<file path="src/rtl/brx_pkg.sv">
package brx_pkg;
  localparam int OPC_W = 4;
  localparam logic [OPC_W-1:0] OPC_DIRECT   = 4'h4;
  localparam logic [OPC_W-1:0] OPC_INDIRECT = 4'h5;

  // function-field bit positions
  localparam int FN_ZERO = 0;
  localparam int FN_NZ   = 1;
  localparam int FN_LINK = 3;

  // next-PC selection, index is {indirect_taken, direct_taken}
  typedef enum logic [1:0] {
    SEL_SEQ   = 2'b00,
    SEL_REL   = 2'b01,
    SEL_REG   = 2'b10,
    SEL_REG_B = 2'b11
  } pc_sel_e;

  typedef struct packed {
    logic take_ind;
    logic take_dir;
    logic link;
  } brx_dec_t;
endpackage

</file>
<file path="src/rtl/brx_decode.sv">
module brx_decode
  import brx_pkg::*;
#(
  parameter int XLEN = 32
) (
  input  logic [OPC_W-1:0] opc,
  input  logic [3:0]       fn,
  input  logic [XLEN-1:0]  ra_val,
  output brx_dec_t         dec
);
  logic a_zero;
  logic cond_ok;
  logic unused_fn2;

  assign a_zero     = (ra_val == '0);
  assign cond_ok    = (fn[FN_ZERO] & a_zero) | (fn[FN_NZ] & ~a_zero);
  assign unused_fn2 = fn[2];

  always_comb begin
    dec.take_dir = (opc == OPC_DIRECT)   & cond_ok;
    dec.take_ind = (opc == OPC_INDIRECT) & cond_ok;
    dec.link     = (dec.take_dir | dec.take_ind) & fn[FN_LINK];
  end
endmodule

</file>
<file path="src/rtl/brx_target.sv">
module brx_target #(
  parameter int XLEN  = 32,
  parameter int IMM_W = 16
) (
  input  logic [XLEN-1:0]  pc,
  input  logic [IMM_W-1:0] imm,
  output logic [XLEN-1:0]  seq_pc,
  output logic [XLEN-1:0]  rel_pc
);
  localparam int SHIFT = 2;
  localparam int EXT_W = XLEN - IMM_W - SHIFT;
  localparam logic [XLEN-1:0] STEP = XLEN'(4);

  logic [XLEN-1:0] offset;

  assign offset = {{EXT_W{imm[IMM_W-1]}}, imm, {SHIFT{1'b0}}};
  assign seq_pc = pc + STEP;
  assign rel_pc = pc + offset;
endmodule

</file>
<file path="src/rtl/brx_pc_mux.sv">
module brx_pc_mux
  import brx_pkg::*;
#(
  parameter int XLEN = 32
) (
  input  pc_sel_e         sel,
  input  logic [XLEN-1:0] seq_pc,
  input  logic [XLEN-1:0] rel_pc,
  input  logic [XLEN-1:0] reg_pc,
  output logic [XLEN-1:0] nxt
);
  always_comb begin
    unique case (sel)
      SEL_SEQ:   nxt = seq_pc;
      SEL_REL:   nxt = rel_pc;
      SEL_REG:   nxt = reg_pc;
      SEL_REG_B: nxt = reg_pc;
      default:   nxt = seq_pc;
    endcase
  end
endmodule

</file>
<file path="src/rtl/brx_next_pc.sv">
module brx_next_pc
  import brx_pkg::*;
#(
  parameter int XLEN = 32,
  parameter int IMM_W = 16,
  parameter logic [XLEN-1:0] RESET_PC = '0
) (
  input  logic            clk,
  input  logic            rst,
  input  logic [XLEN-1:0] insn,
  input  logic [XLEN-1:0] pc,
  input  logic [XLEN-1:0] ra_val,
  input  logic [XLEN-1:0] rb_val,
  output logic [XLEN-1:0] npc,
  output logic            link_en,
  output logic [XLEN-1:0] link_val
);
  localparam int OPC_HI = XLEN - 1;
  localparam int FN_HI  = XLEN - OPC_W - 1;
  localparam int REG_LO = IMM_W;
  localparam int REG_HI = FN_HI - 4;

  brx_dec_t        dec;
  pc_sel_e         sel;
  logic [XLEN-1:0] seq_pc;
  logic [XLEN-1:0] rel_pc;
  logic [XLEN-1:0] nxt;
  logic            unused_regidx;

  // register index fields are resolved by the register file, not here
  assign unused_regidx = ^insn[REG_HI:REG_LO];

  brx_decode #(.XLEN(XLEN)) u_dec (
    .opc    (insn[OPC_HI -: OPC_W]),
    .fn     (insn[FN_HI -: 4]),
    .ra_val (ra_val),
    .dec    (dec)
  );

  brx_target #(.XLEN(XLEN), .IMM_W(IMM_W)) u_tgt (
    .pc     (pc),
    .imm    (insn[IMM_W-1:0]),
    .seq_pc (seq_pc),
    .rel_pc (rel_pc)
  );

  assign sel = pc_sel_e'({dec.take_ind, dec.take_dir});

  brx_pc_mux #(.XLEN(XLEN)) u_mux (
    .sel    (sel),
    .seq_pc (seq_pc),
    .rel_pc (rel_pc),
    .reg_pc (rb_val),
    .nxt    (nxt)
  );

  always_ff @(posedge clk) begin
    if (rst) begin
      npc      <= RESET_PC;
      link_en  <= 1'b0;
      link_val <= '0;
    end else begin
      npc      <= nxt;
      link_en  <= dec.link;
      link_val <= dec.link ? seq_pc : '0;
    end
  end
endmodule

</file>
<file path="config.mk">
export PLATFORM = sky130hd
export DESIGN_NAME = brx_next_pc
export DESIGN_NICKNAME = d
export VERILOG_FILES = /design/src/rtl/brx_pkg.sv /design/src/rtl/brx_decode.sv /design/src/rtl/brx_target.sv /design/src/rtl/brx_pc_mux.sv /design/src/rtl/brx_next_pc.sv
export SDC_FILE = /design/constraint.sdc
export NUM_CORES = 1
export LEC_CHECK = 0
export BUFFER_PORTS_ARGS = -buffer_cell sky130_fd_sc_hd__buf_2
export CAP_MARGIN = 20
export CORE_ASPECT_RATIO = 1.75
export CORE_MARGIN = 2
export CORE_UTILIZATION = 30
export DETAILED_ROUTE_END_ITERATION = 8
export PLACE_DENSITY = 0.63
export SLEW_MARGIN = 30
export SYNTH_ARGS = -nofsm -noshare
export SYNTH_HDL_FRONTEND = slang
export SYNTH_HIERARCHICAL = 1
export SYNTH_SLANG_ARGS = --single-unit
export TNS_END_PERCENT = 10
</file>
<file path="constraint.sdc">
create_clock -name clk -period 2.9 [get_ports clk]
set_input_delay 0.435 -clock clk [delete_from_list [all_inputs] [get_ports clk]]
set_output_delay 0.435 -clock clk [all_outputs]
set_load 0.1 [all_outputs]
</file>
==> reports/summary.txt, run 1 <==
OUTCOME
------------------------------------------------------------------------------------------
Run status                                                                    complete, no violations

FLOORPLAN
------------------------------------------------------------------------------------------
Row cnt                                                                                 61
Die Span X                                                                         99.8 um
Initial standard-cell utilization of the core                                        0.305
Die H                                                                               172 um
Top-Level Pins                                                                         195
Die area                                                                        17100 um^2
Placeable core region                                                           15800 um^2

ROUTE
------------------------------------------------------------------------------------------
Post-detailed-route wirelength per cell                                            15.1 um
Number of DRC markers after the initial detailed-route iteration                       204
DRT Pass-1 Iters                                                                         4
Number of antenna-violating nets in the routed design                                    0
Vias per std cell                                                                     4.81
Total DRC errors in the routed layout                                                    0
Via count                                                                             4642
Final Routed Wirelength                                                           14500 um

POWER
------------------------------------------------------------------------------------------
Peak VDD IR                                                                       0.275 mV
Power per standard cell area                                                   467 nW/um^2
Static Leakage                                                                     3.01 nW
PnR Total Power                                                                    2.98 mW

FINISH
------------------------------------------------------------------------------------------
Final design area excluding fillers                                              6380 um^2
Highest-count cells in the layout ignoring fill and taps                      sky130_fd_sc_hd__buf_2 (185), sky130_fd_sc_hd__dfxtp_1 (65), sky130_fd_sc_hd__nand2_1 (65), sky130_fd_sc_hd__xnor2_1 (38)
Layout Nets                                                                            930
Area growth from synthesis to final layout                                           32.5%
Layout cells sized above 1                                                           0.334
Most common library cell in the layout ignoring fill and taps                 sky130_fd_sc_hd__buf_2

MIN PATH
------------------------------------------------------------------------------------------
Worst hold stages                                                                        2
Hold Crit Class                                                                     in2reg

SYNTH
------------------------------------------------------------------------------------------
Area fraction in compound gates after synthesis                                      0.153
Post-synthesis net count                                                               730
Post-synthesis share of cell area spent on xor and xnor gates                        0.100
Average size of a mapped cell                                                    8.46 um^2
Dominant register cell in the synthesized netlist                             sky130_fd_sc_hd__dfxtp_1
Flip-flop and latch count after synthesis                                               65
Area share of fa/ha/maj cells after synthesis                                       0.0821
Number of enable-type register cells in the synthesized netlist                          0
Synth top area share                                                                 0.270
Cell type with the largest total area after synthesis                         sky130_fd_sc_hd__dfxtp_1
Mux contribution to synthesized area                                                0.0728
Sequential element share of the synthesized area                                     0.270
Count of distinct cell types in the synthesized netlist                                 54
Post-synthesis async set-or-reset flop share                                             0
Main combinational cell family by area after synthesis                        simple AND/OR/NAND/NOR gates
Synth warn                                                                               6
Top cells by area, synth                                                      sky130_fd_sc_hd__dfxtp_1 (27%), sky130_fd_sc_hd__ha_1 (7.8%), sky130_fd_sc_hd__mux2i_1 (7.3%)
Cell count after synthesis                                                             569
Synth Area in Simple Gates                                                           0.264
Syn Std Cell Area                                                                4810 um^2

SETUP PATH
------------------------------------------------------------------------------------------
Worst setup EP type                                                                   flop
Worst Setup Path Type                                                               in2reg
Endpoint arrival time on the critical path                                         2.93 ns
Setup crit start kind                                                         primary input
Data required time of the critical path                                            3.15 ns
Critical Path Fanout Max                                                                 3

STA
------------------------------------------------------------------------------------------
Worst-Margin Slew                                                                 0.901 ns
Headroom to the max-slew limit                                                       0.399
Fin Hold WS                                                                       0.385 ns
Number of hold violations in the final report                                            0
Final setup violation count                                                              0
Worst setup slack after layout                                                    0.220 ns
Number of pins exceeding their max-slew limit in the final report                        0
Final period utilization                                                             0.924
Minimum period implied by the final worst setup slack                              2.68 ns
Highest achievable clock rate                                                      373 MHz

GLOBAL ROUTE
------------------------------------------------------------------------------------------
Pin count of the biggest net entering global routing                                    57
First-pass GRT wire length                                                        22000 um
Initial antenna violation count                                                          3
Total routing resource utilization after global routing                              0.165
Via count of the first global-routing pass                                            4499
Total grt overflow                                                                       0

CLOCK NETWORK
------------------------------------------------------------------------------------------
Post-CTS setup buffer count                                                              0
Number of buffers on the longest clock path                                              2
Number of H-tree branching levels                                                        3
CTS tree                                                                              done
Clock sink count                                                                        65
Clock edge transition at the registers on the reported setup and hold paths        0.05 ns
Clock root cell                                                               sky130_fd_sc_hd__clkbuf_16
Total CTS buffers                                                                        9

PLACE
------------------------------------------------------------------------------------------
Number of port buffers                                                                 185
Worst slack at placement                                                         -0.115 ns
Placement Cell Area                                                              6070 um^2
Gpl congestion                                                                       0.915
HPWL reported at the end of detailed placement                                    12200 um

RUN
------------------------------------------------------------------------------------------
Max-capacitance violation count                                                          0

synth_stat cells (3+ instances only):
library cell	instances
sky130_fd_sc_hd__a21o_1	12
sky130_fd_sc_hd__a21oi_1	30
sky130_fd_sc_hd__a31oi_1	3
sky130_fd_sc_hd__and2_1	3
sky130_fd_sc_hd__and3_1	5
sky130_fd_sc_hd__and3b_1	32
sky130_fd_sc_hd__and4_1	3
sky130_fd_sc_hd__buf_12	3
sky130_fd_sc_hd__buf_2	15
sky130_fd_sc_hd__buf_4	4
sky130_fd_sc_hd__buf_6	4
sky130_fd_sc_hd__clkbuf_1	7
sky130_fd_sc_hd__dfxtp_1	65
sky130_fd_sc_hd__ha_1	30
sky130_fd_sc_hd__inv_1	10
sky130_fd_sc_hd__mux2i_1	35
sky130_fd_sc_hd__nand2_1	65
sky130_fd_sc_hd__nand3_1	20
sky130_fd_sc_hd__nand4_1	16
sky130_fd_sc_hd__nor2_1	21
sky130_fd_sc_hd__nor2b_1	36
sky130_fd_sc_hd__nor3_1	5
sky130_fd_sc_hd__nor4_1	9
sky130_fd_sc_hd__o21ai_0	10
sky130_fd_sc_hd__o21ai_1	33
sky130_fd_sc_hd__o21ai_2	3
sky130_fd_sc_hd__o21bai_1	5
sky130_fd_sc_hd__xnor2_1	38
sky130_fd_sc_hd__xor2_1	17
flip-flops by register name, indices dropped and copies added (netlist names):
name and count:
link_en 1, npc 32, link_val 32
final cells by class:
type                       instances  area [um^2]
timing repair buffer             222         1230
fill                            1632         9420
clock inverter                     3         40.0
clock buffer                      12          256
antenna                            3         7.51
sequential                        65         1300
tap                              189          236
multi-input combinational        461         3270
inverter                          10         37.5
worst max-delay path: stages:
cell	delay, ns
sky130_fd_sc_hd__buf_2	0.09
sky130_fd_sc_hd__ha_1	0.17
sky130_fd_sc_hd__inv_1	0.05
sky130_fd_sc_hd__fa_1	0.40
sky130_fd_sc_hd__nor2b_2	0.17
sky130_fd_sc_hd__o2111ai_2	0.15
sky130_fd_sc_hd__a21boi_2	0.28
sky130_fd_sc_hd__o21ai_0	0.19
sky130_fd_sc_hd__a21oi_1	0.24
sky130_fd_sc_hd__nor4_1	0.07
sky130_fd_sc_hd__a311oi_1	0.27
sky130_fd_sc_hd__mux2i_1	0.11
sky130_fd_sc_hd__o21ai_0	0.15
sky130_fd_sc_hd__nor2b_1	0.14
path summary, 6_finish.rpt:
kind	startpoint	slack (ns)	to
max	pc[2]	0.22	npc[28]$_SDFF_PP0_
min	pc[1]	0.38	link_val[1]$_SDFF_PP0_
stage by stage:
| stage | std cells | setup TNS [ns] | util |
|---|---|---|---|
| after global routing | 965 | -0.00923 | 0.404 |
| after global placement | 947 | -0.197 | 0.384 |
| after CTS | 962 | 0 | 0.403 |
| final | 965 | 0 | 0.404 |
| after floorplan | 569 | 0 | - |
| after detailed placement | 947 | -0.350 | 0.384 |
timing repair:
item,CTS,global route
gates resized for setup,0,1
setup endpoints to repair,0,1
hold endpoints to repair,0,0
hold buffers,0,0
kinds of logic after synthesis:
logic type | Yosys count
AO/OA/AOI/OAI | 115
AND/OR/NAND/NOR | 225
adder cells (fa/ha/maj) | 31
buffers and inverters | 43
XOR/XNOR | 55
multiplexers | 35
flip-flops | 65
per-layer routing:
metal	share of wire	global-route usage	wire length [um]	vias up
met4	0.052	0.0971	753	0
met2	0.52	0.308	7610	132
met1	0.39	0.175	5640	2063
met3	0.036	0.0171	530	38
li1	-	-	-	2409
met5	0	0	0	-
report_power, final:
part           internal (mW)  switching [mW]  total [mW]
registers              0.927         0.00694       0.934
logic                  0.355           0.622       0.977
clock network          0.704           0.363        1.07
total                   1.99           0.992        2.98
Power figures use the tool's default switching activity.
==> run 2, diff against run 1 <==
--- a/config.mk
+++ b/config.mk
@@ -12,6 +12,7 @@
 export CORE_UTILIZATION = 30
 export DETAILED_ROUTE_END_ITERATION = 8
 export PLACE_DENSITY = 0.63
+export REMOVE_ABC_BUFFERS = 1
 export SLEW_MARGIN = 30
 export SYNTH_ARGS = -nofsm -noshare
 export SYNTH_HDL_FRONTEND = slang
==> constraint.sdc (replaced) <==
create_clock -name clk -period 2.95 [get_ports clk]
set_input_delay 0.4425 -clock clk [delete_from_list [all_inputs] [get_ports clk]]
set_output_delay 0.4425 -clock clk [all_outputs]
set_load 0.1 [all_outputs]
==> run 2 against run 1 <==
  * Global-route usage increased by 0.70 points
  * Non-clock buffer count decreased by 4
  * Worst hold slack got worse by 0.0012 ns
  * Clock-buffer cell count decreased by 2
  * Flip-flop and latch count unchanged
  * Total power increased by 6.6%
  * First-iteration DRC count decreased by 37%
  * Sequential power decreased by 2%
  * Setup slack got worse by 0.089 ns
==> reports/summary.txt, run 2 (same netlist as run 1, synthesis figures left out) <==
OUTCOME
------------------------------------------------------------------------------------------
Run status                                                                    complete, no violations

ROUTE
------------------------------------------------------------------------------------------
Top layer in use                                                                      met4
Vias per std cell                                                                     4.87
Via count                                                                             4684
Detailed-routed wire length on met3                                                 546 um
Post-detailed-route wirelength per cell                                            15.2 um
DRT Pass-1 Iters                                                                         4
Number of antenna-violating nets in the routed design                                    0
Final Routed Wirelength                                                           14700 um
Number of DRC markers after the initial detailed-route iteration                       128
Detail Route met2 WL                                                               8090 um
Total DRC errors in the routed layout                                                    0
Wire length the detailed router placed on met1                                     5500 um

GLOBAL ROUTE
------------------------------------------------------------------------------------------
Initial antenna violation count                                                          3
Pin count of the biggest net entering global routing                                    66
Total routing resource utilization after global routing                              0.172
Total grt overflow                                                                       0
Via count of the first global-routing pass                                            4699
First-pass GRT wire length                                                        22900 um

CLOCK NETWORK
------------------------------------------------------------------------------------------
Clock root cell                                                               sky130_fd_sc_hd__clkbuf_16
Total CTS buffers                                                                        9
Clock edge transition at the registers on the reported setup and hold paths        0.06 ns
Number of H-tree branching levels                                                        3
Number of buffers on the longest clock path                                              2
CTS tree                                                                              done
Post-CTS setup buffer count                                                              0
Clock sink count                                                                        65
Hold buffer count at CTS                                                                 0
Resized Gates After CTS                                                                  0

FLOORPLAN
------------------------------------------------------------------------------------------
Placeable core region                                                           15800 um^2
Initial standard-cell utilization of the core                                        0.305
Row cnt                                                                                 61
Die H                                                                               172 um
Die Span X                                                                         99.8 um
Top-Level Pins                                                                         195
Die area                                                                        17100 um^2

FINISH
------------------------------------------------------------------------------------------
Layout Nets                                                                            926
Highest-count cells in the layout ignoring fill and taps                      sky130_fd_sc_hd__buf_2 (185), sky130_fd_sc_hd__dfxtp_1 (65), sky130_fd_sc_hd__nand2_1 (65), sky130_fd_sc_hd__xnor2_1 (38), sky130_fd_sc_hd__nor2b_1 (36)
Layout cells sized above 1                                                           0.330
Most common library cell in the layout ignoring fill and taps                 sky130_fd_sc_hd__buf_2
Area growth from synthesis to final layout                                           33.3%
Final design area excluding fillers                                              6410 um^2
Top flop regs                                                                 link_val x32, npc x32, link_en x1
Core occupancy in the finished layout                                                0.406

SETUP PATH
------------------------------------------------------------------------------------------
Data required time of the critical path                                            3.21 ns
Slowest stage cell, crit path                                                 sky130_fd_sc_hd__fa_1
CP peak stage delay                                                                0.38 ns
Critical Path Fanout Max                                                                 3
Endpoint arrival time on the critical path                                         3.08 ns
Worst setup EP type                                                                   flop
Worst Setup Path Type                                                               in2reg
Setup crit start kind                                                         primary input
List of cells traversed by the critical path                                  buf_2, ha_1, inv_1, fa_1, nor2b_1, o2111ai_2, a21boi_2, o21ai_0, a21oi_1, nor4_1, a311oi_1, mux2i_1, o21ai_0, nor2b_1

STA
------------------------------------------------------------------------------------------
RSZ-0062 raised after global routing                                                 false
Worst-Margin Slew                                                                 0.621 ns
Final period utilization                                                             0.956
Headroom to the max-slew limit                                                       0.586
Number of pins exceeding their max-slew limit in the final report                        0
Final setup violation count                                                              0
Minimum period implied by the final worst setup slack                              2.82 ns
Highest achievable clock rate                                                      355 MHz
Number of hold violations in the final report                                            0

POWER
------------------------------------------------------------------------------------------
Peak VDD IR                                                                       0.257 mV
Static Leakage                                                                     3.02 nW
Share of total power consumed by net switching                                       0.314
Combinational share of power                                                         0.295
Fraction of power consumed by the clock network                                      0.416
Power per standard cell area                                                   495 nW/um^2
Power share of the sequential group                                                  0.289
Net switching power of the design                                                 0.998 mW
Internal power component                                                           2.18 mW
PnR Total Power                                                                    3.18 mW

PLACE
------------------------------------------------------------------------------------------
Gpl congestion                                                                       0.898
Placement Cell Area                                                              6040 um^2
Number of port buffers                                                                 185
HPWL reported at the end of detailed placement                                    11900 um

RUN
------------------------------------------------------------------------------------------
Max-capacitance violation count                                                          0

MIN PATH
------------------------------------------------------------------------------------------
Hold Crit Class                                                                     in2reg

run 2: final timing paths:
kind,startpoint,endpoint,slack [ns],cells past startpoint
min,pc[1],link_val[1]$_SDFF_PP0_,0.38,2
max,pc[2],npc[28]$_SDFF_PP0_,0.13,14
run 2: per-stage QoR:
stage	std cells	TNS, ns	worst slack, ns	hold slack, ns
after floorplan	536	-40.22	-1.27	0.514
after global placement	943	-0.356	-0.172	0.718
after detailed placement	943	-0.677	-0.226	0.723
after CTS	958	0	0.129	0.375
after global routing	961	0	0.0296	0.383
final	961	0	0.130	0.383
run 2: cell type report:
| class | instances | area, um^2 |
|---|---|---|
| fill | 1668 | 9380 |
| multi-input combinational | 461 | 3270 |
| sequential | 65 | 1300 |
| timing repair buffer | 218 | 1200 |
| clock buffer | 10 | 239 |
| tap | 189 | 236 |
| clock inverter | 5 | 128 |
| inverter | 10 | 37.5 |
| antenna | 3 | 7.51 |
run 2: power groups by stage:
| stage | Clock [mW] | Combinational [mW] | Sequential, mW |
|---|---|---|---|
| after floorplan | 0 | 0.406 | 1.17 |
| after global placement | 0 | 0.935 | 0.937 |
| after detailed placement | 0 | 0.940 | 0.937 |
| after CTS | 1.35 | 0.943 | 0.918 |
| after global routing | 1.39 | 1.02 | 0.920 |
| final | 1.32 | 0.936 | 0.918 |
run 2: layer usage:
layer / global-route usage / up-vias
met5: 0 / -
met4: 0.0810 / 0
met3: 0.0301 / 29
met2: 0.333 / 120
met1: 0.174 / 2125
li1: - / 2410
run 2: worst max-delay path, delay by kind of cell:
kind,cells,cell delay [ns]
AO/OA/AOI/OAI,6,1.37
adder cells (fa/ha/maj),2,0.58
buffers and inverters,2,0.16
multiplexers,1,0.12
AND/OR/NAND/NOR,3,0.40
==> run 3, diff against run 2 <==
--- a/config.mk
+++ b/config.mk
@@ -11,11 +11,10 @@
 export CORE_MARGIN = 2
 export CORE_UTILIZATION = 30
 export DETAILED_ROUTE_END_ITERATION = 8
-export PLACE_DENSITY = 0.63
+export HOLD_SLACK_MARGIN = 0.02
+export PLACE_DENSITY = 0.64
 export REMOVE_ABC_BUFFERS = 1
 export SLEW_MARGIN = 30
 export SYNTH_ARGS = -nofsm -noshare
 export SYNTH_HDL_FRONTEND = slang
-export SYNTH_HIERARCHICAL = 1
 export SYNTH_SLANG_ARGS = --single-unit
-export TNS_END_PERCENT = 10
==> run 3 against run 2 <==
  * Clock power down 18%
  * Via count up 3.2%
  * Sequential power about the same
  * Flip-flop and latch count unchanged
  * Global-route usage up 3.0 points
  * Utilization up 1.2 points
  * Clock-buffer cell count down 1
  * Die area down 7.2%
  * Setup slack better by 0.24 ns
  * Total power down 7.0%
  * Highest routed layer unchanged
==> reports/summary.txt, run 3 <==
OUTCOME
------------------------------------------------------------------------------------------
Run status                                                                    complete, no violations

FLOORPLAN
------------------------------------------------------------------------------------------
Die H                                                                               165 um
Die Span X                                                                         96.2 um
Row cnt                                                                                 59
Placeable core region                                                           14700 um^2
Initial standard-cell utilization of the core                                        0.303
Die area                                                                        15900 um^2
Top-Level Pins                                                                         195

FINISH
------------------------------------------------------------------------------------------
Layout Nets                                                                            924
Area growth from synthesis to final layout                                           37.9%
Finished Layout Cells                                                                  951
Number of antenna cells inserted                                                         0
Core occupancy in the finished layout                                                0.419
Top flop regs                                                                 link_val x32, npc x32, link_en x1
Final design area excluding fillers                                              6150 um^2
Highest-count cells in the layout ignoring fill and taps                      sky130_fd_sc_hd__buf_2 (185), sky130_fd_sc_hd__nor2_1 (66), sky130_fd_sc_hd__dfxtp_1 (65), sky130_fd_sc_hd__buf_4 (44), sky130_fd_sc_hd__nand2_1 (41)
Footprint of the multi-input gates                                               3000 um^2
Sequential standard cell area                                                    1300 um^2
Most common library cell in the layout ignoring fill and taps                 sky130_fd_sc_hd__buf_2
Fillers                                                                               1536
Layout cells sized above 1                                                           0.352

CLOCK NETWORK
------------------------------------------------------------------------------------------
Clock edge transition at the registers on the reported setup and hold paths        0.06 ns
Post-CTS setup buffer count                                                              0
Number of H-tree branching levels                                                        3
Clock root cell                                                               sky130_fd_sc_hd__clkbuf_16
Clock sink count                                                                        65
Number of buffers on the longest clock path                                              2
Total CTS buffers                                                                        9
CTS tree                                                                              done

SETUP PATH
------------------------------------------------------------------------------------------
Data required time of the critical path                                            3.18 ns
Critical Path Fanout Max                                                                 3
Slowest stage cell, crit path                                                 sky130_fd_sc_hd__o32ai_2
List of cells traversed by the critical path                                  buf_2, ha_1, inv_1, fa_1, nor2b_1, o31a_1, o32ai_2, buf_4, o21ai_1, a311oi_1, xor2_1, o21ai_0, o21a_1
Endpoint arrival time on the critical path                                         2.81 ns
Worst Setup Path Type                                                               in2reg
Worst setup EP type                                                                   flop
Setup crit start kind                                                         primary input
CP peak stage delay                                                                0.39 ns

GLOBAL ROUTE
------------------------------------------------------------------------------------------
Pin count of the biggest net entering global routing                                    32
Total grt overflow                                                                       0
Via count of the first global-routing pass                                            4931
Initial antenna violation count                                                          0
Total routing resource utilization after global routing                              0.202
First-pass GRT wire length                                                        24200 um

POWER
------------------------------------------------------------------------------------------
Power per standard cell area                                                   480 nW/um^2
PnR Total Power                                                                    2.95 mW
Static Leakage                                                                     2.86 nW
Peak VDD IR                                                                       0.254 mV

SYNTH
------------------------------------------------------------------------------------------
Synth warn                                                                               0
Count leader, synth                                                           sky130_fd_sc_hd__nor2_1
Sequential element share of the synthesized area                                     0.292
Number of enable-type register cells in the synthesized netlist                          0
Cell count after synthesis                                                             550
Top cells by area, synth                                                      sky130_fd_sc_hd__dfxtp_1 (29%), sky130_fd_sc_hd__ha_1 (8.4%), sky130_fd_sc_hd__nor2_1 (5.6%)
Synth Area in Simple Gates                                                           0.229
Syn Std Cell Area                                                                4460 um^2
Post-synthesis async set-or-reset flop share                                             0
Synth top area share                                                                 0.292
Dominant register cell in the synthesized netlist                             sky130_fd_sc_hd__dfxtp_1
Main combinational cell family by area after synthesis                        compound AO/OA/AOI/OAI gates
Cell type with the largest total area after synthesis                         sky130_fd_sc_hd__dfxtp_1
Area share of fa/ha/maj cells after synthesis                                       0.0887
Average size of a mapped cell                                                    8.11 um^2
Post-synthesis share of cell area spent on xor and xnor gates                       0.0943
Area fraction in compound gates after synthesis                                      0.246
Flip-flop and latch count after synthesis                                               65
Commonest cells in the synthesized netlist                                    sky130_fd_sc_hd__nor2_1 (66), sky130_fd_sc_hd__dfxtp_1 (65), sky130_fd_sc_hd__nand2_1 (41), sky130_fd_sc_hd__a21oi_1 (38), sky130_fd_sc_hd__ha_1 (30)
Count of distinct cell types in the synthesized netlist                                 56
Mux contribution to synthesized area                                                0.0138

STA
------------------------------------------------------------------------------------------
RSZ-0062 raised after global routing                                                 false
Highest achievable clock rate                                                      387 MHz
Number of pins exceeding their max-slew limit in the final report                        0
Worst-Margin Slew                                                                 0.686 ns
Minimum period implied by the final worst setup slack                              2.58 ns
Headroom to the max-slew limit                                                       0.542
Final setup violation count                                                              0
Worst setup slack after layout                                                    0.366 ns
Fin Hold WS                                                                       0.324 ns
Number of hold violations in the final report                                            0
Final period utilization                                                             0.876
Total negative setup slack                                                            0 ns

ROUTE
------------------------------------------------------------------------------------------
Via count                                                                             4834
Final Routed Wirelength                                                           15900 um
Total DRC errors in the routed layout                                                    0
DRT Pass-1 Iters                                                                         4
Vias per std cell                                                                     5.08
Number of antenna-violating nets in the routed design                                    0
Number of DRC markers after the initial detailed-route iteration                       196
Post-detailed-route wirelength per cell                                            16.7 um

MIN PATH
------------------------------------------------------------------------------------------
Worst hold endpoint                                                           link_val[1]$_SDFF_PP0_
Worst hold stages                                                                        2
Hold Crit Class                                                                     in2reg
Hold wc startpoint                                                                   pc[1]

PLACE
------------------------------------------------------------------------------------------
Number of placed instances, taps included                                              935
Worst slack at placement                                                         -0.108 ns
Gpl congestion                                                                       0.863
Placement Cell Area                                                              5850 um^2
HPWL reported at the end of detailed placement                                    13000 um
Number of port buffers                                                                 185

RUN
------------------------------------------------------------------------------------------
Max-capacitance violation count                                                          0

==> run 3: where the power goes <==
part / internal (mW) / switching [mW] / total, mW
Sequential: 0.910 / 0.00757 / 0.917
Clock: 0.652 / 0.426 / 1.08
Combinational: 0.333 / 0.623 / 0.956
Total: 1.90 / 1.06 / 2.95
==> run 3: per-layer routing <==
metal	track usage	wire [um]	vias up
met5	0	0	-
met4	0.0812	510	0
met3	0.0349	650	32
met2	0.395	8990	125
met1	0.201	5740	2246
li1	-	-	2431
==> run 3: how the worst max path moves through the flow <==
stage	from	endpoint	slack [ns]	cells after the start
detailed placement	pc[2]	npc[30]$_SDFF_PP0_	-0.11	13
global route	pc[2]	npc[30]$_SDFF_PP0_	0.08	13
floorplan	ra_val[24]	link_val[0]$_SDFF_PP0_	-0.06	9
global placement	pc[2]	npc[28]$_SDFF_PP0_	-0.09	12
CTS	pc[2]	npc[30]$_SDFF_PP0_	0.25	13
finish	insn[0]	npc[16]$_SDFF_PP0_	0.37	13
==> run 3: cell families (layout without fill, tap and decap cells) <==
logic type                 count (synthesis)  in the layout
and+or+nand+nor                          207            207
AOI/OAI and AO/OA                        154            154
DFF                                       65             65
xor gates and xnor gates                  48             48
buffers and inverters                     39            257
adders and majority gates                 31             31
muxes                                      6              6
==> run 3: cell type report <==
type / instances / area share
Clock inverter: 7 / 0.0116
Timing Repair Buffer: 230 / 0.208
Clock buffer: 9 / 0.0366
Sequential cell: 65 / 0.212
Multi-Input combinational cell: 446 / 0.489
Inverter: 11 / 0.00672
Tap cell: 183 / 0.0372
==> run 3: timing repair <==
action,4_1_cts,5_1_grt
gates resized for setup,0,1
endpoints found under the hold margin,0,0
hold buffers,0,0
endpoints found under the setup margin,0,2
==> run 3: critical path, delay by kind of cell <==
kind / cells / cell delay (ns)
adders and majority gates: 2 / 0.38
and+or+nand+nor: 1 / 0.06
AOI/OAI and AO/OA: 6 / 1.39
xor gates and xnor gates: 1 / 0.18
buffers and inverters: 3 / 0.36
